--- src/rtl/tlb_pkg.sv ---
package tlb_pkg;
  typedef enum logic [1:0] {
    BC_IDLE  = 2'd0,
    BC_WAIT  = 2'd1,
    BC_DRIVE = 2'd2
  } bc_state_e;
endpackage

--- src/rtl/tlb_cam.sv ---
module tlb_cam #(
  parameter int ENTRIES = 8,
  parameter int PAGE_W  = 20,
  parameter int FRAME_W = 20,
  localparam int IDX_W  = $clog2(ENTRIES)
) (
  input  logic               clk,
  input  logic               rst,
  input  logic [PAGE_W-1:0]  lk_page,
  output logic [ENTRIES-1:0] lk_hit_vec,
  output logic [FRAME_W-1:0] lk_frame,
  input  logic [PAGE_W-1:0]  rf_page,
  output logic [ENTRIES-1:0] rf_match_vec,
  output logic [ENTRIES-1:0] valid_vec,
  input  logic               kill_a_en,
  input  logic [PAGE_W-1:0]  kill_a_page,
  input  logic               kill_b_en,
  input  logic [PAGE_W-1:0]  kill_b_page,
  input  logic               wr_en,
  input  logic [IDX_W-1:0]   wr_idx,
  input  logic               wr_valid,
  input  logic [PAGE_W-1:0]  wr_page,
  input  logic [FRAME_W-1:0] wr_frame
);
  logic               vld_q   [ENTRIES];
  logic [PAGE_W-1:0]  tag_q   [ENTRIES];
  logic [FRAME_W-1:0] frame_q [ENTRIES];

  for (genvar e = 0; e < ENTRIES; e++) begin : g_ent
    logic sel;
    logic killed;
    assign sel    = wr_en && (wr_idx == IDX_W'(e));
    assign killed = (kill_a_en && tag_q[e] == kill_a_page) ||
                    (kill_b_en && tag_q[e] == kill_b_page);

    always_ff @(posedge clk) begin
      if (rst) begin
        vld_q[e] <= 1'b0;
      end else begin
        if (killed) vld_q[e] <= 1'b0;
        if (sel)    vld_q[e] <= wr_valid;
      end
    end

    always_ff @(posedge clk) begin
      if (sel) begin
        tag_q[e]   <= wr_page;
        frame_q[e] <= wr_frame;
      end
    end


    snoop_clear_chk: assert property (@(posedge clk) disable iff (rst)
      (kill_a_en && vld_q[e] && tag_q[e] == kill_a_page && !sel) |=> !vld_q[e]);
  end

  always_comb begin
    lk_frame = '0;
    for (int e = 0; e < ENTRIES; e++) begin
      valid_vec[e]    = vld_q[e];
      lk_hit_vec[e]   = vld_q[e] && (tag_q[e] == lk_page);
      rf_match_vec[e] = vld_q[e] && (tag_q[e] == rf_page);
      if (lk_hit_vec[e]) lk_frame = lk_frame | frame_q[e];
    end
  end


  unique_hit_chk: assert property (@(posedge clk) disable iff (rst)
    $onehot0(lk_hit_vec));
endmodule

--- src/rtl/tlb_victim.sv ---
module tlb_victim #(
  parameter int ENTRIES = 8,
  localparam int IDX_W  = $clog2(ENTRIES)
) (
  input  logic               clk,
  input  logic               rst,
  input  logic               fire,
  input  logic [ENTRIES-1:0] valid_vec,
  input  logic [ENTRIES-1:0] match_vec,
  output logic [IDX_W-1:0]   victim_idx
);
  logic             any_match, any_free, use_rr;
  logic [IDX_W-1:0] match_idx, free_idx, rr_q;

  always_comb begin
    any_match = 1'b0;
    any_free  = 1'b0;
    match_idx = '0;
    free_idx  = '0;
    for (int e = ENTRIES - 1; e >= 0; e--) begin
      if (match_vec[e]) begin
        any_match = 1'b1;
        match_idx = IDX_W'(e);
      end
      if (!valid_vec[e]) begin
        any_free = 1'b1;
        free_idx = IDX_W'(e);
      end
    end
    use_rr     = !any_match && !any_free;
    victim_idx = any_match ? match_idx : (any_free ? free_idx : rr_q);
  end

  always_ff @(posedge clk) begin
    if (rst) rr_q <= '0;
    else if (fire && use_rr)
      rr_q <= (rr_q == IDX_W'(ENTRIES - 1)) ? '0 : rr_q + 1'b1;
  end


  free_pref_chk: assert property (@(posedge clk) disable iff (rst)
    (fire && !any_match && any_free) |-> !valid_vec[victim_idx]);

  same_page_chk: assert property (@(posedge clk) disable iff (rst)
    (fire && any_match) |-> match_vec[victim_idx]);

  rr_hold_chk: assert property (@(posedge clk) disable iff (rst)
    !(fire && use_rr) |=> $stable(rr_q));
endmodule

--- src/rtl/tlb_bcast.sv ---
module tlb_bcast
  import tlb_pkg::*;
#(
  parameter int PAGE_W = 20
) (
  input  logic              clk,
  input  logic              rst,
  input  logic              inv_req,
  input  logic [PAGE_W-1:0] inv_page,
  input  logic              bus_grant,
  output logic              bus_req,
  output logic              bc_valid,
  output logic [PAGE_W-1:0] bc_page,
  output logic              kill_en,
  output logic [PAGE_W-1:0] kill_page
);
  bc_state_e         state_q;
  logic [PAGE_W-1:0] page_q;

  always_ff @(posedge clk) begin
    if (rst) begin
      state_q <= BC_IDLE;
      page_q  <= '0;
    end else begin
      case (state_q)
        BC_IDLE: if (inv_req) begin
          state_q <= BC_WAIT;
          page_q  <= inv_page;
        end
        BC_WAIT:  if (bus_grant) state_q <= BC_DRIVE;
        BC_DRIVE: state_q <= BC_IDLE;
        default:  state_q <= BC_IDLE;
      endcase
    end
  end

  assign bus_req   = (state_q == BC_WAIT);
  assign bc_valid  = (state_q == BC_DRIVE);
  assign bc_page   = bc_valid ? page_q : '0;
  assign kill_en   = bus_req && bus_grant;
  assign kill_page = page_q;


  req_hold_chk: assert property (@(posedge clk) disable iff (rst)
    (bus_req && !bus_grant) |=> bus_req);

  bc_after_grant_chk: assert property (@(posedge clk) disable iff (rst)
    bc_valid |-> $past(bus_req && bus_grant));

  bc_single_chk: assert property (@(posedge clk) disable iff (rst)
    bc_valid |=> !bc_valid);

  page_hold_chk: assert property (@(posedge clk) disable iff (rst)
    bc_valid |-> $stable(page_q));
endmodule

--- src/rtl/snoop_tlb.sv ---
module snoop_tlb #(
  parameter int ENTRIES = 8,
  parameter int PAGE_W  = 20,
  parameter int FRAME_W = 20,
  parameter int OFF_W   = 12,
  localparam int VA_W   = PAGE_W + OFF_W,
  localparam int PA_W   = FRAME_W + OFF_W,
  localparam int IDX_W  = $clog2(ENTRIES)
) (
  input  logic               clk,
  input  logic               rst,
  input  logic               lk_valid,
  input  logic [VA_W-1:0]    lk_vaddr,
  output logic               lk_done,
  output logic               lk_hit,
  output logic [PA_W-1:0]    lk_paddr,
  input  logic               rf_valid,
  input  logic [PAGE_W-1:0]  rf_page,
  input  logic [FRAME_W-1:0] rf_frame,
  input  logic               inv_req,
  input  logic [PAGE_W-1:0]  inv_page,
  output logic               bus_req,
  input  logic               bus_grant,
  output logic               bc_valid,
  output logic [PAGE_W-1:0]  bc_page,
  input  logic               snoop_valid,
  input  logic [PAGE_W-1:0]  snoop_page
);
  logic [ENTRIES-1:0] lk_hit_vec, rf_match_vec, valid_vec;
  logic [FRAME_W-1:0] lk_frame;
  logic [IDX_W-1:0]   victim_idx;
  logic               kill_en, rf_keep;
  logic [PAGE_W-1:0]  kill_page;
  logic [PAGE_W-1:0]  lk_page;
  logic [OFF_W-1:0]   lk_off;

  assign lk_page = lk_vaddr[VA_W-1:OFF_W];
  assign lk_off  = lk_vaddr[OFF_W-1:0];
  assign rf_keep = !((snoop_valid && snoop_page == rf_page) ||
                     (kill_en && kill_page == rf_page));

  tlb_cam #(.ENTRIES(ENTRIES), .PAGE_W(PAGE_W), .FRAME_W(FRAME_W)) i_cam (
    .clk(clk), .rst(rst),
    .lk_page(lk_page), .lk_hit_vec(lk_hit_vec), .lk_frame(lk_frame),
    .rf_page(rf_page), .rf_match_vec(rf_match_vec), .valid_vec(valid_vec),
    .kill_a_en(snoop_valid), .kill_a_page(snoop_page),
    .kill_b_en(kill_en), .kill_b_page(kill_page),
    .wr_en(rf_valid), .wr_idx(victim_idx), .wr_valid(rf_keep),
    .wr_page(rf_page), .wr_frame(rf_frame)
  );

  tlb_victim #(.ENTRIES(ENTRIES)) i_victim (
    .clk(clk), .rst(rst), .fire(rf_valid),
    .valid_vec(valid_vec), .match_vec(rf_match_vec), .victim_idx(victim_idx)
  );

  tlb_bcast #(.PAGE_W(PAGE_W)) i_bcast (
    .clk(clk), .rst(rst), .inv_req(inv_req), .inv_page(inv_page),
    .bus_grant(bus_grant), .bus_req(bus_req), .bc_valid(bc_valid),
    .bc_page(bc_page), .kill_en(kill_en), .kill_page(kill_page)
  );

  always_ff @(posedge clk) begin
    if (rst) begin
      lk_done  <= 1'b0;
      lk_hit   <= 1'b0;
      lk_paddr <= '0;
    end else begin
      lk_done  <= lk_valid;
      lk_hit   <= lk_valid && (|lk_hit_vec);
      lk_paddr <= (lk_valid && (|lk_hit_vec)) ? {lk_frame, lk_off} : '0;
    end
  end


  miss_zero_chk: assert property (@(posedge clk) disable iff (rst)
    (lk_done && !lk_hit) |-> (lk_paddr == '0));

  hit_needs_req_chk: assert property (@(posedge clk) disable iff (rst)
    lk_hit |-> lk_done);

  offset_pass_chk: assert property (@(posedge clk) disable iff (rst)
    (lk_valid && (|lk_hit_vec)) |=> (lk_paddr[OFF_W-1:0] == $past(lk_off)));

  refill_kill_chk: assert property (@(posedge clk) disable iff (rst)
    (rf_valid && snoop_valid && snoop_page == rf_page) |=> !valid_vec[$past(victim_idx)]);
endmodule

--- config.mk ---
export PLATFORM = sky130hd
export DESIGN_NAME = snoop_tlb
export DESIGN_NICKNAME = d
export VERILOG_FILES = /design/src/rtl/tlb_pkg.sv /design/src/rtl/tlb_cam.sv /design/src/rtl/tlb_victim.sv /design/src/rtl/tlb_bcast.sv /design/src/rtl/snoop_tlb.sv
export SDC_FILE = /design/constraint.sdc
export NUM_CORES = 1
export LEC_CHECK = 0
export BUFFER_PORTS_ARGS = -buffer_cell sky130_fd_sc_hd__buf_2
export CAP_MARGIN = 15
export CORE_MARGIN = 2
export CORE_UTILIZATION = 30
export CTS_CLUSTER_DIAMETER = 30
export CTS_CLUSTER_SIZE = 16
export DETAILED_ROUTE_END_ITERATION = 8
export GPL_TIMING_DRIVEN = 0
export SLEW_MARGIN = 20
export SYNTH_ARGS = -nofsm -noshare
export SYNTH_HDL_FRONTEND = slang
export SYNTH_SLANG_ARGS = --single-unit
--- constraint.sdc ---
create_clock -name clk -period 4.5 [get_ports clk]
set_clock_uncertainty 0.2 [all_clocks]
set_input_delay 0.9 -clock clk [delete_from_list [all_inputs] [get_ports clk]]
set_output_delay 0.9 -clock clk [all_outputs]
set_load 0.1 [all_outputs]
==> metrics.md <==
| Metric | Value |
|---|---|
| Status | `finished with violations` |
| Aggregate global routing overflow | `0` |
| Crit path max-delay family | `simple AND/OR/NAND/NOR gates` |
| Critical Path Start Type | `input port` |
| DR iter-0 viols | `2352` |
| Pin count of the biggest net entering global routing | `26` |
| Via/cell ratio | `5.57` |
| Mapped Avg Cell Area | `12.2 um2` |
| Fin. Hold Viols | `0` |
| Mux share of post-synthesis cell area | `0.143%` |
| FF+latch count, synth | `387` |
| Critical Path Fanout Max | `10` |
| Max-cap violations | `0` |
| DR vias | `16400` |
| Crit path kind | `input port to flop` |
| Cts bufs inserted | `79` |
| Adder-cell share of the synthesized area | `0.119%` |
| Worst min-delay path class | `input port to flop` |
| Clock-pin transition on the worst setup and hold timing paths | `0.05 ns` |
| Share of cells above drive strength 1 | `20.6%` |
| Most common cell after layout, fill and taps aside | `xor2_1` |
| Rows | `96` |
| Most frequent cells in the layout | `341 x xor2_1, 338 x xnor2_1, 328 x edfxtp_1` |
| Post-synthesis simple-gate area fraction | `10.6%` |
| Input/output buffers | `132` |
| Multi-input logic area | `9370 um2` |
| WP data required | `4.53 ns` |
| Initial Util | `30.4%` |
| Failing checks | `setup timing` |
| Placed Area | `23200 um2` |
| Slew Limit Fails | `0` |
| Pleak | `9.06 nW` |
| Syn Inst Count | `1722` |
| Die X | `269 um` |
| Synthesized cell area | `21000 um2` |
| HPWL after DPL | `59.7 mm` |
| Mean routed wirelength per cell | `32.2 um` |
| H-tree depth | `3` |
| Yosys cell types | `46` |
| Main combinational cell family by area after synthesis | `XOR/XNOR gates` |
| CORE AREA | `68900 um2` |
| Synthesis-to-layout area growth | `23.8%` |
| RSZ-0062 raised after global routing | `false` |
| Worst hold slack | `0.306 ns` |
| CTS Sinks | `387` |
| Setup-failing EPs final | `31` |
| Actual slew at the worst max-slew pin | `1.25 ns` |
| Clock buffer depth | `3` |
| # DRC | `0` |
| Final GP Congestion | `1.01` |
| Pwr Density | `426 nW/um2` |
| Total Routed Length | `94.9 mm` |
| Syn Nets | `1843` |
| Post-route ant nets | `0` |
| WP buf/inv | `2` |
| FMAX | `220 MHz` |
| Setup WS post-layout | `-0.0361 ns` |
| Slowest stage cell, crit path | `nor2_2` |
| FF+latch area | `11000 um2` |
| Die area | `72100 um2` |
| Worst EP arrival | `4.56 ns` |
| Nets | `2077` |
| Sequential-to-total area share from yosys stat | `52.5%` |
| CP peak stage delay | `0.80 ns` |
| Initial antenna violation count | `13` |
| Crit. End Element | `flop` |
| Post-synthesis xor/xnor area fraction | `28.3%` |
| CTS tree | `yes` |
| Final Cycle Share | `101%` |
| Synth Area in Compound Gates | `4.99%` |
| Most frequent CP cell | `nand4_1` |
| DRT Pass-1 Iters | `6` |
| Cell chain of the critical path | `buf_2, buf_6, xor2_1, nor4_1, nand4_1, or2_1, nand4_1, o221a_2, nand2_1, nor2_2` |
| Number of global-route vias before repair | `15800` |
| First-pass GRT wire length | `126 mm` |
| Pwr Total | `11.1 mW` |
| CTS Hold Bufs | `0` |
| Pre-CTS setup slack | `-0.880 ns` |
| Minimum clock period | `4.54 ns` |
| Worst skew pair latency | `0.63 ns` |
| Post-route cell area | `26000 um2` |
| Ports | `175` |
| Overall Global Routing Usage | `25.7%` |
| Die Ht | `269 um` |
| Fillers | `6711` |
| Root Buffer | `clkbuf_16` |
| Synth Warn # | `0` |
| Peak VDD IR | `0.375 mV` |
| Slew margin rel. | `16.7%` |
==> report_power, final <==
group	total (mW)	switching, mW	internal (mW)
Clock	5.92	2.06	3.86
Combinational	1.10	0.760	0.336
Sequential	4.06	0.0764	3.98
Total	11.1	2.89	8.18
==> final timing paths <==
path,start,end,slack [ns],cells after the start
max,rf_page[0],i_cam.tag_q[1][53]$_DFFE_PP_,-0.04,10
min,lk_vaddr[0],lk_paddr[0]$_SDFF_PP0_,0.31,2
max reg2reg,i_cam.tag_q[1][76]$_DFFE_PP_,i_cam.tag_q[1][53]$_DFFE_PP_,0.37,8
min reg2reg,i_cam.frame_q[1][46]$_DFFE_PP_,lk_paddr[18]$_SDFF_PP0_,0.34,2
==> layer usage <==
layer  track usage (%)  up-vias  part of all wire, %
met4              16.5       14                  7.5
met1              31.7     8002                   37
li1                  -     6728                    -
met3              7.21      368                   12
met5                 0        -                0.087
met2              39.5     1325                   43
==> flip-flops by register name (all words and copies together), names as in the netlist <==
signal	flops
lk_done	1
lk_hit	1
i_bcast.state_q	2
i_cam.vld_q	8
i_bcast.kill_page	20
i_cam.frame_q	160
lk_paddr	32
i_victim.rr_q	3
i_cam.tag_q	160
==> cell families after synthesis <==
| group | Yosys count |
|---|---|
| xor gates and xnor gates | 679 |
| and+or+nand+nor | 381 |
| buffers and inverters | 126 |
| adders and majority gates | 2 |
| DFF | 387 |
| muxes | 3 |
| AOI/OAI and AO/OA | 144 |
==> per-stage QoR <==
stage / std cells / util, % / setup TNS [ns]
3_3_place_gp: 2785 / 33.1 / -896.39
3_5_place_dp: 2797 / 33.6 / -195.34
5_1_grt: 2950 / 37.7 / 0
2_1_floorplan: 1722 / - / -39.42
6_report: 2951 / 37.7 / -0.460
4_1_cts: 2942 / 37.6 / 0
==> cell usage after synthesis (all sizes together) <==
cell / n / area, um2
o21ai: 13 / 68.8
edfxtp: 328 / 9850
inv: 4 / 15.0
clkbuf: 29 / 110
ha: 2 / 25.0
nand4: 100 / 638
and3: 12 / 75.1
mux2i: 3 / 30.0
nor4: 109 / 732
nor3: 29 / 165
o221a: 1 / 11.3
a221oi: 20 / 175
a31oi: 21 / 131
a22oi: 41 / 308
a21oi: 21 / 105
a2111oi: 1 / 15.0
or3: 1 / 6.26
dfxtp: 59 / 1180
buf: 93 / 563
o221ai: 2 / 23.8
a22o: 20 / 175
nand2b: 2 / 12.5
nor2: 19 / 71.3
nand3: 24 / 120
or2: 2 / 15.0
a21boi: 2 / 15.0
nor3b: 1 / 7.51
nor2b: 4 / 25.0
and2: 25 / 156
xor2: 341 / 2990
nand2: 53 / 199
o211ai: 1 / 7.51
xnor2: 338 / 2960
o2111a: 1 / 11.3
==> area by class of cell <==
cell class,instances,share of cell area [%]
clock inverters,56,2.49
diodes,1,0.00963
clock buffers,88,7.94
repair buffers,150,3.80
well taps,931,4.48
multi-input cells,1212,36.1
flip-flops and latches,387,42.5
inverters,4,0.0578
plain buffers,122,2.70
==> repair_timing <==
action	in CTS	in global routing
cloned	1	2
endpoints found under the setup margin	150	74
gates resized for setup	2	2
setup buffers	0	6
pin swaps	1	3
(Power assumes the default switching activity.)
